`src/rtl/ackrx_pkg.sv`:
```
package ackrx_pkg;
   typedef enum logic [2:0] {
      ST_IDLE,
      ST_WAIT,
      ST_SEARCH,
      ST_ADDR,
      ST_HDR,
      ST_PAY,
      ST_CRC
   } ackrx_state_e;
endpackage

```
`src/rtl/ackrx_timer.sv`:
```
module ackrx_timer #(
   parameter int TIMER_W = 16
) (
   input  logic               clk,
   input  logic               rst_n,
   input  logic               start,
   input  logic [TIMER_W-1:0] on_time,
   input  logic [TIMER_W-1:0] end_time,
   output logic               on_reached,
   output logic               end_reached
);
   logic [TIMER_W-1:0] tick_q;

   // saturating tick counter, zeroed by the start pulse
   always_ff @(posedge clk or negedge rst_n) begin
      if (!rst_n)                tick_q <= '0;
      else if (start)            tick_q <= '0;
      else if (tick_q != '1)     tick_q <= tick_q + 1'b1;
   end

   assign on_reached  = (tick_q >= on_time);
   assign end_reached = (tick_q >= end_time);
endmodule

```
`src/rtl/ackrx_cfg_sel.sv`:
```
module ackrx_cfg_sel #(
   parameter int N_ENTRIES = 8,
   parameter int BYTE_W    = 8,
   parameter int LEN_W     = 6,
   localparam int IDX_W    = $clog2(N_ENTRIES)
) (
   input  logic [IDX_W-1:0]           sel,
   input  logic [N_ENTRIES*BYTE_W-1:0] addr_flat,
   input  logic [N_ENTRIES*LEN_W-1:0]  len_flat,
   input  logic [N_ENTRIES-1:0]        var_len,
   output logic [BYTE_W-1:0]           sel_addr,
   output logic [LEN_W-1:0]            sel_len,
   output logic                        sel_var
);
   logic [BYTE_W-1:0] addr_arr [N_ENTRIES];
   logic [LEN_W-1:0]  len_arr  [N_ENTRIES];

   for (genvar gi = 0; gi < N_ENTRIES; gi++) begin : g_unpack
      assign addr_arr[gi] = addr_flat[gi*BYTE_W +: BYTE_W];
      assign len_arr[gi]  = len_flat[gi*LEN_W +: LEN_W];
   end

   assign sel_addr = addr_arr[sel];
   assign sel_len  = len_arr[sel];
   assign sel_var  = var_len[sel];
endmodule

```
`src/rtl/ackrx_fsm.sv`:
```
module ackrx_fsm
   import ackrx_pkg::*;
#(
   parameter int N_ENTRIES = 8,
   parameter int BYTE_W    = 8,
   parameter int LEN_W     = 6,
   localparam int IDX_W    = $clog2(N_ENTRIES)
) (
   input  logic              clk,
   input  logic              rst_n,
   input  logic              tx_done,
   input  logic [IDX_W-1:0]  tx_entry,
   input  logic              need_ack,
   input  logic              on_reached,
   input  logic              end_reached,
   input  logic              sync_found,
   input  logic              rx_byte_valid,
   input  logic [BYTE_W-1:0] rx_byte,
   input  logic              addr_match,
   input  logic [LEN_W-1:0]  sel_len,
   input  logic              sel_var,
   input  logic              crc_valid,
   input  logic              crc_ok,
   input  logic              rx_fifo_full,
   input  logic              cfg_addr_en,
   input  logic              cfg_autoflush,
   output logic [IDX_W-1:0]  ent_idx,
   output logic              timer_start,
   output logic              busy,
   output logic              rx_enable,
   output logic              rx_store,
   output logic              ack_ok,
   output logic              ack_fail,
   output logic              fifo_discard,
   output logic              rxfull_irq,
   output logic              retx_pending,
   output logic [BYTE_W-1:0] status_res
);
   ackrx_state_e     st_q;
   logic [LEN_W-1:0] rem_q;
   logic [1:0]       seq_q;
   logic             ovf_q;

   logic [LEN_W-1:0] hdr_len;
   logic [LEN_W-1:0] eff_len;
   logic             in_pkt;
   logic             takes_bytes;
   logic             drop_anyway;
   logic [BYTE_W-1:0] status_n;

   assign hdr_len     = rx_byte[LEN_W-1:0];
   assign eff_len     = sel_var ? hdr_len : sel_len;
   assign in_pkt      = (st_q == ST_ADDR) || (st_q == ST_HDR) ||
                        (st_q == ST_PAY)  || (st_q == ST_CRC);
   assign takes_bytes = (st_q == ST_ADDR) || (st_q == ST_HDR) || (st_q == ST_PAY);
   assign drop_anyway = !crc_ok && cfg_autoflush;

   assign busy        = (st_q != ST_IDLE);
   assign timer_start = tx_done && (st_q == ST_IDLE) && need_ack;
   assign rx_enable   = (st_q == ST_SEARCH) || in_pkt;
   assign rx_store    = rx_byte_valid && takes_bytes && !ovf_q && !rx_fifo_full;

   always_comb begin
      status_n           = '0;
      status_n[BYTE_W-1] = crc_ok;
      status_n[1:0]      = seq_q;
   end

   always_ff @(posedge clk or negedge rst_n) begin
      if (!rst_n) begin
         st_q         <= ST_IDLE;
         ent_idx      <= '0;
         rem_q        <= '0;
         seq_q        <= '0;
         ovf_q        <= 1'b0;
         ack_ok       <= 1'b0;
         ack_fail     <= 1'b0;
         fifo_discard <= 1'b0;
         rxfull_irq   <= 1'b0;
         retx_pending <= 1'b0;
         status_res   <= '0;
      end else begin
         ack_ok       <= 1'b0;
         ack_fail     <= 1'b0;
         fifo_discard <= 1'b0;
         rxfull_irq   <= 1'b0;
         // overflow: drop the packet from the FIFO once, keep parsing
         if (in_pkt && rx_fifo_full && !ovf_q) begin
            ovf_q        <= 1'b1;
            fifo_discard <= 1'b1;
         end
         case (st_q)
            ST_IDLE: if (tx_done) begin
               ent_idx <= tx_entry;
               if (need_ack) st_q <= ST_WAIT;
               else begin
                  ack_ok       <= 1'b1;
                  retx_pending <= 1'b0;
               end
            end
            ST_WAIT: if (on_reached) st_q <= ST_SEARCH;
            ST_SEARCH: begin
               if (sync_found) begin
                  ovf_q <= 1'b0;
                  st_q  <= cfg_addr_en ? ST_ADDR : ST_HDR;
               end else if (end_reached) begin
                  ack_fail     <= 1'b1;
                  retx_pending <= 1'b1;
                  st_q         <= ST_IDLE;
               end
            end
            ST_ADDR: if (rx_byte_valid) st_q <= addr_match ? ST_HDR : ST_SEARCH;
            ST_HDR: if (rx_byte_valid) begin
               seq_q <= rx_byte[BYTE_W-1 -: 2];
               if (sel_var && (hdr_len > sel_len)) st_q <= ST_SEARCH;
               else begin
                  rem_q <= eff_len;
                  st_q  <= (eff_len == '0) ? ST_CRC : ST_PAY;
               end
            end
            ST_PAY: if (rx_byte_valid) begin
               rem_q <= rem_q - 1'b1;
               if (rem_q == LEN_W'(1)) st_q <= ST_CRC;
            end
            ST_CRC: if (crc_valid) begin
               status_res <= status_n;
               st_q       <= ST_IDLE;
               if (ovf_q && !drop_anyway) begin
                  rxfull_irq   <= 1'b1;
                  ack_fail     <= 1'b1;
                  retx_pending <= 1'b1;
               end else if (crc_ok) begin
                  ack_ok       <= 1'b1;
                  retx_pending <= 1'b0;
               end else begin
                  ack_fail     <= 1'b1;
                  retx_pending <= 1'b1;
                  fifo_discard <= cfg_autoflush && !ovf_q;
               end
            end
            default: st_q <= ST_IDLE;
         endcase
      end
   end
endmodule

```
`src/rtl/ackrx_ctrl.sv`:
```
module ackrx_ctrl #(
   parameter int N_ENTRIES      = 8,
   parameter int BYTE_W         = 8,
   parameter int LEN_W          = 6,
   parameter int MAX_LEN        = 32,
   parameter int TIMER_W        = 16,
   parameter bit ADDR_FILTER_EN = 1'b1,
   localparam int IDX_W         = $clog2(N_ENTRIES)
) (
   input  logic                        clk,
   input  logic                        rst_n,
   input  logic                        tx_done,
   input  logic [IDX_W-1:0]            tx_entry,
   input  logic                        tx_no_ack,
   input  logic [N_ENTRIES-1:0]        cfg_auto_ack,
   input  logic [N_ENTRIES-1:0]        cfg_var_len,
   input  logic [N_ENTRIES*BYTE_W-1:0] cfg_addr_flat,
   input  logic [N_ENTRIES*LEN_W-1:0]  cfg_len_flat,
   input  logic                        cfg_addr_en,
   input  logic                        cfg_autoflush,
   input  logic [TIMER_W-1:0]          rx_on_time,
   input  logic [TIMER_W-1:0]          search_end_time,
   input  logic                        sync_found,
   input  logic                        rx_byte_valid,
   input  logic [BYTE_W-1:0]           rx_byte,
   input  logic                        crc_valid,
   input  logic                        crc_ok,
   input  logic                        rx_fifo_full,
   output logic                        rx_enable,
   output logic                        rx_store,
   output logic                        ack_ok,
   output logic                        ack_fail,
   output logic                        fifo_discard,
   output logic                        rxfull_irq,
   output logic                        retx_pending,
   output logic [BYTE_W-1:0]           status_res
);
   if (N_ENTRIES < 2)             begin : g_bad_n   $error("N_ENTRIES must be at least 2"); end
   if (BYTE_W < LEN_W + 2)        begin : g_bad_w   $error("BYTE_W must hold length and sequence"); end
   if (MAX_LEN >= (1 << LEN_W))   begin : g_bad_len $error("MAX_LEN must fit in LEN_W"); end
   if (TIMER_W < 2)               begin : g_bad_t   $error("TIMER_W too small"); end

   logic [IDX_W-1:0]  ent_idx;
   logic [BYTE_W-1:0] sel_addr;
   logic [LEN_W-1:0]  sel_len;
   logic              sel_var;
   logic              addr_match;
   logic              need_ack;
   logic              timer_start;
   logic              on_reached;
   logic              end_reached;
   logic              busy;

   assign need_ack = cfg_auto_ack[tx_entry] && !tx_no_ack;

   ackrx_cfg_sel #(.N_ENTRIES(N_ENTRIES), .BYTE_W(BYTE_W), .LEN_W(LEN_W)) sel_i (
      .sel(ent_idx), .addr_flat(cfg_addr_flat), .len_flat(cfg_len_flat),
      .var_len(cfg_var_len), .sel_addr(sel_addr), .sel_len(sel_len), .sel_var(sel_var)
   );

   if (ADDR_FILTER_EN) begin : g_addr_cmp
      assign addr_match = (rx_byte == sel_addr);
   end else begin : g_addr_any
      logic unused_addr;
      assign unused_addr = ^sel_addr;
      assign addr_match  = 1'b1;
   end

   ackrx_timer #(.TIMER_W(TIMER_W)) tmr_i (
      .clk(clk), .rst_n(rst_n), .start(timer_start),
      .on_time(rx_on_time), .end_time(search_end_time),
      .on_reached(on_reached), .end_reached(end_reached)
   );

   ackrx_fsm #(.N_ENTRIES(N_ENTRIES), .BYTE_W(BYTE_W), .LEN_W(LEN_W)) fsm_i (
      .clk(clk), .rst_n(rst_n), .tx_done(tx_done), .tx_entry(tx_entry),
      .need_ack(need_ack), .on_reached(on_reached), .end_reached(end_reached),
      .sync_found(sync_found), .rx_byte_valid(rx_byte_valid), .rx_byte(rx_byte),
      .addr_match(addr_match), .sel_len(sel_len), .sel_var(sel_var),
      .crc_valid(crc_valid), .crc_ok(crc_ok), .rx_fifo_full(rx_fifo_full),
      .cfg_addr_en(cfg_addr_en), .cfg_autoflush(cfg_autoflush),
      .ent_idx(ent_idx), .timer_start(timer_start), .busy(busy),
      .rx_enable(rx_enable), .rx_store(rx_store), .ack_ok(ack_ok),
      .ack_fail(ack_fail), .fifo_discard(fifo_discard), .rxfull_irq(rxfull_irq),
      .retx_pending(retx_pending), .status_res(status_res)
   );
endmodule

```
`config.mk`:
```
export PLATFORM = sky130hd
export DESIGN_NAME = ackrx_ctrl
export DESIGN_NICKNAME = d
export VERILOG_FILES = /design/src/rtl/ackrx_pkg.sv /design/src/rtl/ackrx_timer.sv /design/src/rtl/ackrx_cfg_sel.sv /design/src/rtl/ackrx_fsm.sv /design/src/rtl/ackrx_ctrl.sv
export SDC_FILE = /design/constraint.sdc
export NUM_CORES = 1
export LEC_CHECK = 0
export ABC_AREA = 1
export BUFFER_PORTS_ARGS = -buffer_cell sky130_fd_sc_hd__buf_2
export CAP_MARGIN = 20
export CORE_MARGIN = 8
export CORE_UTILIZATION = 35
export DETAILED_ROUTE_END_ITERATION = 8
export HOLD_SLACK_MARGIN = 0.08
export PLACE_DENSITY = 0.68
export SLEW_MARGIN = 20
export SYNTH_ARGS = -nofsm -noshare
export SYNTH_HDL_FRONTEND = slang
export SYNTH_SLANG_ARGS = --single-unit
export TNS_END_PERCENT = 5
```
`constraint.sdc`:
```
create_clock -name clk -period 2.95 [get_ports clk]
set_input_delay 0 -clock clk [delete_from_list [all_inputs] [get_ports clk]]
set_output_delay 0 -clock clk [all_outputs]
set_load 0.05 [all_outputs]
```
# Word level (Yosys, flattened, before mapping)

Index checks and enable logic that the tools add are counted.

Register bits: 39
Output and inout bits: 15
Input bits: 182
Logic and storage cells: 136

Magnitude comparators: 6
Eq/ne operators: 22
Reductions and logical operators: 32
$add $sub $neg: 2
Multiplexer cells: 61
Bitwise logic cells: 1

Operators by type and width:

| kind                                                | number |
|---|---|
| 2-to-1 mux 3 bit                                    | 13 |
| 2-to-1 mux 6 bit                                    | 6 |
| greater-or-equal comparator 16 bit                  | 2 |
| 2-to-1 mux 16 bit                                   | 2 |
| 2-to-1 mux 1 bit                                    | 28 |
| binary-select mux 8 bit (select 3 bit)              | 1 |
| one-hot mux 3 bit (7 select lines)                  | 1 |
| inequality test 2 bit, second input constant        | 10 |
| binary-select mux 6 bit (select 3 bit)              | 1 |
| adder 16 x 1 -> 16 bit, second input constant       | 1 |
| 2-to-1 mux 8 bit                                    | 2 |
| inequality test 16 bit, second input constant       | 1 |
| logical AND 1 bit                                   | 12 |
| one-hot mux 6 bit (2 select lines)                  | 1 |
| equality test 3 bit, second input constant          | 3 |
| AND reduction 9 bit                                 | 1 |
| equality test 8 bit                                 | 1 |
| < comparator 3 x 4 -> 1 bit, second input constant  | 2 |
| binary-select mux 1 bit (select 3 bit)              | 2 |
| equality test 3 x 2 -> 1 bit, second input constant | 2 |
| equality test 6 x 1 -> 1 bit, second input constant | 1 |
| greater-than comparator 6 bit                       | 1 |
| logical NOT 6 bit                                   | 1 |
| AND reduction 2 bit                                 | 3 |
| other kinds (16)                                    | 26 |

# Longest topological paths before layout

Word-level depth: 11
Depth in mapped cells: 20
Depth with buffers taken out: 18

# Modules after synthesis

From an unflattened synthesis, not the netlist that was laid out.

Cell total of the unflattened synthesis: 942
Area, all modules: 5243.8 um^2

Modules (own cells, without submodules):

| module        | area an instance (um^2) | cells each | seq. area each (um^2) | times used |
|---|---|---|---|---|
| ackrx_timer   | 1760.4                  | 262        | 400.4                 | 1 |
| ackrx_cfg_sel | 1654.1                  | 400        | 0.0                   | 1 |
| ackrx_fsm     | 1626.6                  | 239        | 575.6                 | 1 |
| ackrx_ctrl    | 202.7                   | 41         | 0.0                   | 1 |

# Least setup slack after synthesis

OpenSTA, ideal clock, no wires.

Path kind: reg2reg
Start: reg fsm_i.ent_idx[0]
End: reg fsm_i.rem_q[2]
Setup time: 73 ps
Buffers on the path: 4
Stages on the path, launching flop included: 21
Arrival time: 2224 ps
Data required time: 2877 ps
Period minus slack after synthesis: 2297 ps
Path slack: 653 ps
Path through: dfrtp_1 buf_6 inv_4 buf_6 buf_6 o21ai_1 nand2_1 nand2_1 nand2_1 inv_1 ha_1 nand2_1 nor2_1 o21ai_0 nand2_1 nand2_1 nor3_2 nand3b_4 buf_6 nor2_1 a21oi_2

Word-level cells in the longest chain between the ends: 8
Elaborated cells between the ends (all ways): 14
Classes of those cells: order compare: 1; eq/ne: 1; mux: 9; bitwise: 1; reduce/logical: 2

RTL lines:

| element                                                                                    | RTL line                          | text |
|---|---|---|
| start, declared                                                                            | ackrx_fsm.sv:27                   | `output logic [IDX_W-1:0] ent_idx,` |
| start signal, assigned                                                                     | ackrx_fsm.sv:94                   | `ent_idx <= tx_entry;` |
| NOT 3 -> 4 bit (not written as such)                                                       | ackrx_cfg_sel.sv:24               | `assign sel_len = len_arr[sel];` |
| binary-select mux 6 bit (select 3 bit)                                                     | ackrx_cfg_sel.sv:24               |  |
| 2-to-1 mux 6 bit (not written as such) (2 in a row)                                        | ackrx_cfg_sel.sv:24               |  |
| greater-than comparator 6 bit or 2-to-1 mux 6 bit (tied branches)                          | ackrx_fsm.sv:115, ackrx_fsm.sv:52 |  |
| logical AND 1 bit or 2-to-1 mux 6 bit (tied branches)                                      | ackrx_fsm.sv:115                  | `if (sel_var && (hdr_len > sel_len)) st_q <= ST_SEARCH;` |
| inequality test 2 bit (no source line) or 2-to-1 mux 6 bit (tied branches)                 | n/a                               |  |
| AND reduction 4 bit (no source line) or one-hot mux 6 bit (2 select lines) (tied branches) | n/a                               |  |
| end signal, assigned                                                                       | ackrx_fsm.sv:117                  | `rem_q <= eff_len;` |
| end signal, assigned                                                                       | ackrx_fsm.sv:122                  | `rem_q <= rem_q - 1'b1;` |
| end, declared                                                                              | ackrx_fsm.sv:40                   | `logic [LEN_W-1:0] rem_q;` |

Parallel ways exist; a longest one is shown, timed or not. The select of a mux whose other input is x is not followed.
A chain may end at the register's enable or synchronous reset.

# Worst setup path in the final report

Ends and elaborated chain as after synthesis.

==> results.sh <==
export IMPL_r2r_cells=17
export IMPL_peakVddDrop_uv=423
export IMPL_netlist_area_sq_um=4920
export IMPL_crit_arrival_ns=2.77
export IMPL_crit_required_ns=3.11
export IMPL_cts_max_path_buffers=2
export IMPL_fp_row_count=43
export IMPL_hold_class="in -> reg"
export IMPL_area_growth_pct=25.5
export IMPL_die_y_um=135
export IMPL_use_met1=0.222
export IMPL_antenna_left=0
export IMPL_cts_tree="yes"
export IMPL_fp_coreArea_sq_um=13800
export IMPL_placed_cells=1202
export IMPL_start_util=0.356
export IMPL_use_met2=0.290
export IMPL_grt_util_all_layers=0.174
export IMPL_synth_top_family_by_area="simple AND/OR/NAND/NOR gates"
export IMPL_port_buffers=191
export IMPL_num_vias=5688
export IMPL_drc=0
export IMPL_crit_path_end_kind="flip-flop"
export IMPL_ctsResizeCount=0
export IMPL_grt_first_pass_wirelength_um=26600
export IMPL_htree_levels=2
export IMPL_cp_endpoint="fsm_i.rem_q[2]$_DFFE_PN0P_"
export IMPL_ys_ff_latch=39
export IMPL_setup_tns_ns=0
export IMPL_slew_headroom=0.386
export IMPL_cp_slowest_cell="dfrtp_2"
export IMPL_final_nets=1259
export IMPL_rsz0062_at_grt="no"
export IMPL_period_share=0.883
export IMPL_cap_violations=0
export IMPL_ys_seq_area_frac=0.198
export IMPL_cp_max_fo=20
export IMPL_cp_common_cell="nand2_1"
export IMPL_worst_slew_pin_slew_ns=0.920
export IMPL_fin_skew_ns=0.00895
export IMPL_final_cells=1217
export IMPL_powerDensity_nw_per_um2=725
export IMPL_yosys_most_used_dff="dfrtp_1"
export IMPL_clk_pin_slew_worst_paths_ns=0.07
export IMPL_cp_startpoint="fsm_i.ent_idx[0]$_DFFE_PN0P_"
export IMPL_synth_distinct_cells=42
export IMPL_die_w_um=135
export IMPL_p_leak_nw=3.84
export IMPL_cts_num_sinks=39
export IMPL_grt_max_degree=40
export IMPL_met3_usage=0.0420
export IMPL_drtIter0Drc=294
export IMPL_status="finished, final reports clean"
export IMPL_max_freq_mhz=384
export IMPL_synthCells=847
export IMPL_grt_overflow_total=0
export IMPL_synthTopCellsByArea="dfrtp_1 20%, nand2_1 20%, inv_1 12%"
export IMPL_finalSetupViolations=0
export IMPL_synth_adder_area_share=0.104
export IMPL_drt_pass1_iter_count=5
export IMPL_cp_cell_sequence="buf_4 -> buf_4 -> nand2_1 -> nand2_1 -> nand2_1 -> nand3_1 -> nand2_1 -> ha_1 -> inv_1 -> nor2_1 -> o21ai_0 -> nand2_1 -> nand2_1 -> nor3_2 -> nand3b_4 -> nor2_1 -> a21oi_2"
export IMPL_ys_warn_count=0
export IMPL_hold_viol_final=0
export IMPL_dieArea_sq_um=18100
export IMPL_post_route_util=0.447
export IMPL_cts_root_buf="clkbuf_16"
export IMPL_startpoint_type="flip-flop"
export IMPL_wl_per_cell_um=12.9
export IMPL_grt_busiest_layer="met2"
export IMPL_critPathKind="reg -> reg"
export IMPL_via_per_inst=4.67
export IMPL_layout_drive_gt1_share=0.221
export IMPL_routed_wl_um=15600
export IMPL_synthMuxAreaShare=0
export IMPL_async_reset_ff_frac=1.00
export IMPL_yosys_area_share_simple=0.407
export IMPL_rr_endpoint="fsm_i.rem_q[2]$_DFFE_PN0P_"
export IMPL_synth_top_area_frac=0.198
export IMPL_place_gp_congestion=0.879
export IMPL_post_route_min_period_ns=2.60
export IMPL_grt_antenna_before_repair=0
export IMPL_dp_hpwl_um=13300
export IMPL_cts_made_buffers=5
export IMPL_r2r_start="fsm_i.ent_idx[0]$_DFFE_PN0P_"
export IMPL_synth_area_per_cell_sq_um=5.81
export IMPL_synth_edf_count=0
export IMPL_slowest_delay_ns=0.47
export IMPL_grt_pass1_vias=5758
export IMPL_r2r_slack_ns=0.35
export IMPL_synth_compound_area_frac=0.111
export IMPL_finalMaxSlewViolations=0
export IMPL_pin_count=197
export IMPL_n_antenna_cell=0
export IMPL_synth_top_cell_by_area="dfrtp_1"
export IMPL_synthXorXnorAreaFrac=0.00356
export IMPL_insertion_delay_ns=0.28
## routing by layer
metal | up-vias | part of all wire
met5 | - | 0
met1 | 2492 | 0.47
met3 | 14 | 0.065
met2 | 164 | 0.45
met4 | 0 | 0.015
li1 | 3018 | -
## critical path: cells and delay by family (launching register included)
family                   cells  cell delay [ns]
AO/OA/AOI/OAI                2             0.21
buffers and inverters        3             0.52
AND/OR/NAND/NOR             11             0.98
adder cells (fa/ha/maj)      1             0.30
flip-flops                   1             0.47
## logic make-up after synthesis
family	count (synthesis)
buffers and inverters	196
flip-flops	39
AO/OA/AOI/OAI	99
adder cells (fa/ha/maj)	41
XOR/XNOR	2
AND/OR/NAND/NOR	469
other	1
## layout make-up
class	instances	area, sq um
Tap cell	180	225
Sequential cell	39	977
Timing Repair Buffer	208	1100
Clock inverter	3	20.0
Inverter	166	626
Fill cell	1487	7650
Clock buffer	5	125
Multi-Input combinational cell	616	3100
## repair_timing
action,CTS,global route
buffers inserted,0,0
hold buffers,7,0
endpoints found under the hold margin,47,0
## sequential cells by signal (all words and copies together), names as in the netlist
signal              flops
fsm_i.ovf_q             1
fsm_i.retx_pending      1
fsm_i.ent_idx           3
fsm_i.rem_q             6
fsm_i.ack_ok            1
fsm_i.st_q              3
fsm_i.seq_q             2
fsm_i.status_res        3
fsm_i.rxfull_irq        1
fsm_i.ack_fail          1
tmr_i.tick_q           16
fsm_i.fifo_discard      1
## through the flow
stage                     total power [mW]  instance area, sq um  setup slack [ns]  hold WS [ns]
final                                 4.48                  6170             0.345         0.101
after global routing                  5.04                  6170            0.0714         0.102
after CTS                             4.50                  6170             0.398        0.0945
after detailed placement              3.93                  5960             0.406         0.201
after global placement                3.90                  5960             0.480         0.196
after floorplan                       3.28                  4930             0.653        -0.296
## worst min path at each step
stage	depth (start not counted)	start	to	slack, ns
final	4	sync_found	fsm_i.ovf_q$_DFF_PN0_	0.10
after CTS	4	sync_found	fsm_i.ovf_q$_DFF_PN0_	0.09
after floorplan	0	rst_n	fsm_i.ack_fail$_DFF_PN0_	-0.30
after global routing	4	sync_found	fsm_i.ovf_q$_DFF_PN0_	0.10
after global placement	1	rst_n	tmr_i.tick_q[7]$_DFFE_PN0P_	0.20
after detailed placement	1	rst_n	tmr_i.tick_q[7]$_DFFE_PN0P_	0.20
## where the power goes
part | internal [mW] | switching [mW] | total (mW)
Combinational | 1.07 | 1.97 | 3.04
Clock | 0.312 | 0.222 | 0.534
Sequential | 0.708 | 0.199 | 0.907
Total | 2.09 | 2.39 | 4.48
## cell usage after synthesis (2+ instances only)
| cell type | number |
|---|---|
| inv_2 | 3 |
| nand4_1 | 6 |
| dfrtp_1 | 39 |
| o21a_1 | 2 |
| xor2_1 | 2 |
| ha_1 | 41 |
| o21ai_0 | 41 |
| nor2_1 | 86 |
| o211a_1 | 2 |
| o21ai_1 | 4 |
| nor2_2 | 2 |
| buf_4 | 7 |
| o211ai_1 | 4 |
| o22ai_1 | 2 |
| buf_2 | 12 |
| nand3_2 | 2 |
| nand2_1 | 257 |
| nor4_1 | 2 |
| a31oi_1 | 4 |
| nor3_2 | 2 |
| nor3_1 | 16 |
| buf_6 | 9 |
| a21oi_1 | 35 |
| inv_1 | 162 |
| nand3_1 | 88 |
## cell usage in the layout (no fill, tap or decap), drive strengths merged
cell type / synthesis / final
dlygate4sd3: 0 / 7
ha: 41 / 41
nand3b: 2 / 2
nand4: 6 / 6
o211ai: 4 / 4
nor3b: 2 / 2
nor3: 19 / 19
nor2: 89 / 89
clkinv: 0 / 1
a21oi: 36 / 36
clkinvlp: 0 / 2
a22oi: 1 / 1
o21a: 2 / 2
conb: 1 / 5
nor4: 2 / 2
o31ai: 2 / 2
inv: 166 / 166
o22ai: 2 / 2
nand3: 90 / 90
o21ai: 46 / 46
a31oi: 4 / 4
dfrtp: 39 / 39
nand2: 259 / 259
buf: 29 / 201
xor2: 2 / 2
clkbuf: 1 / 5
o211a: 2 / 2
Note: power is estimated with default switching activity, not from simulation.
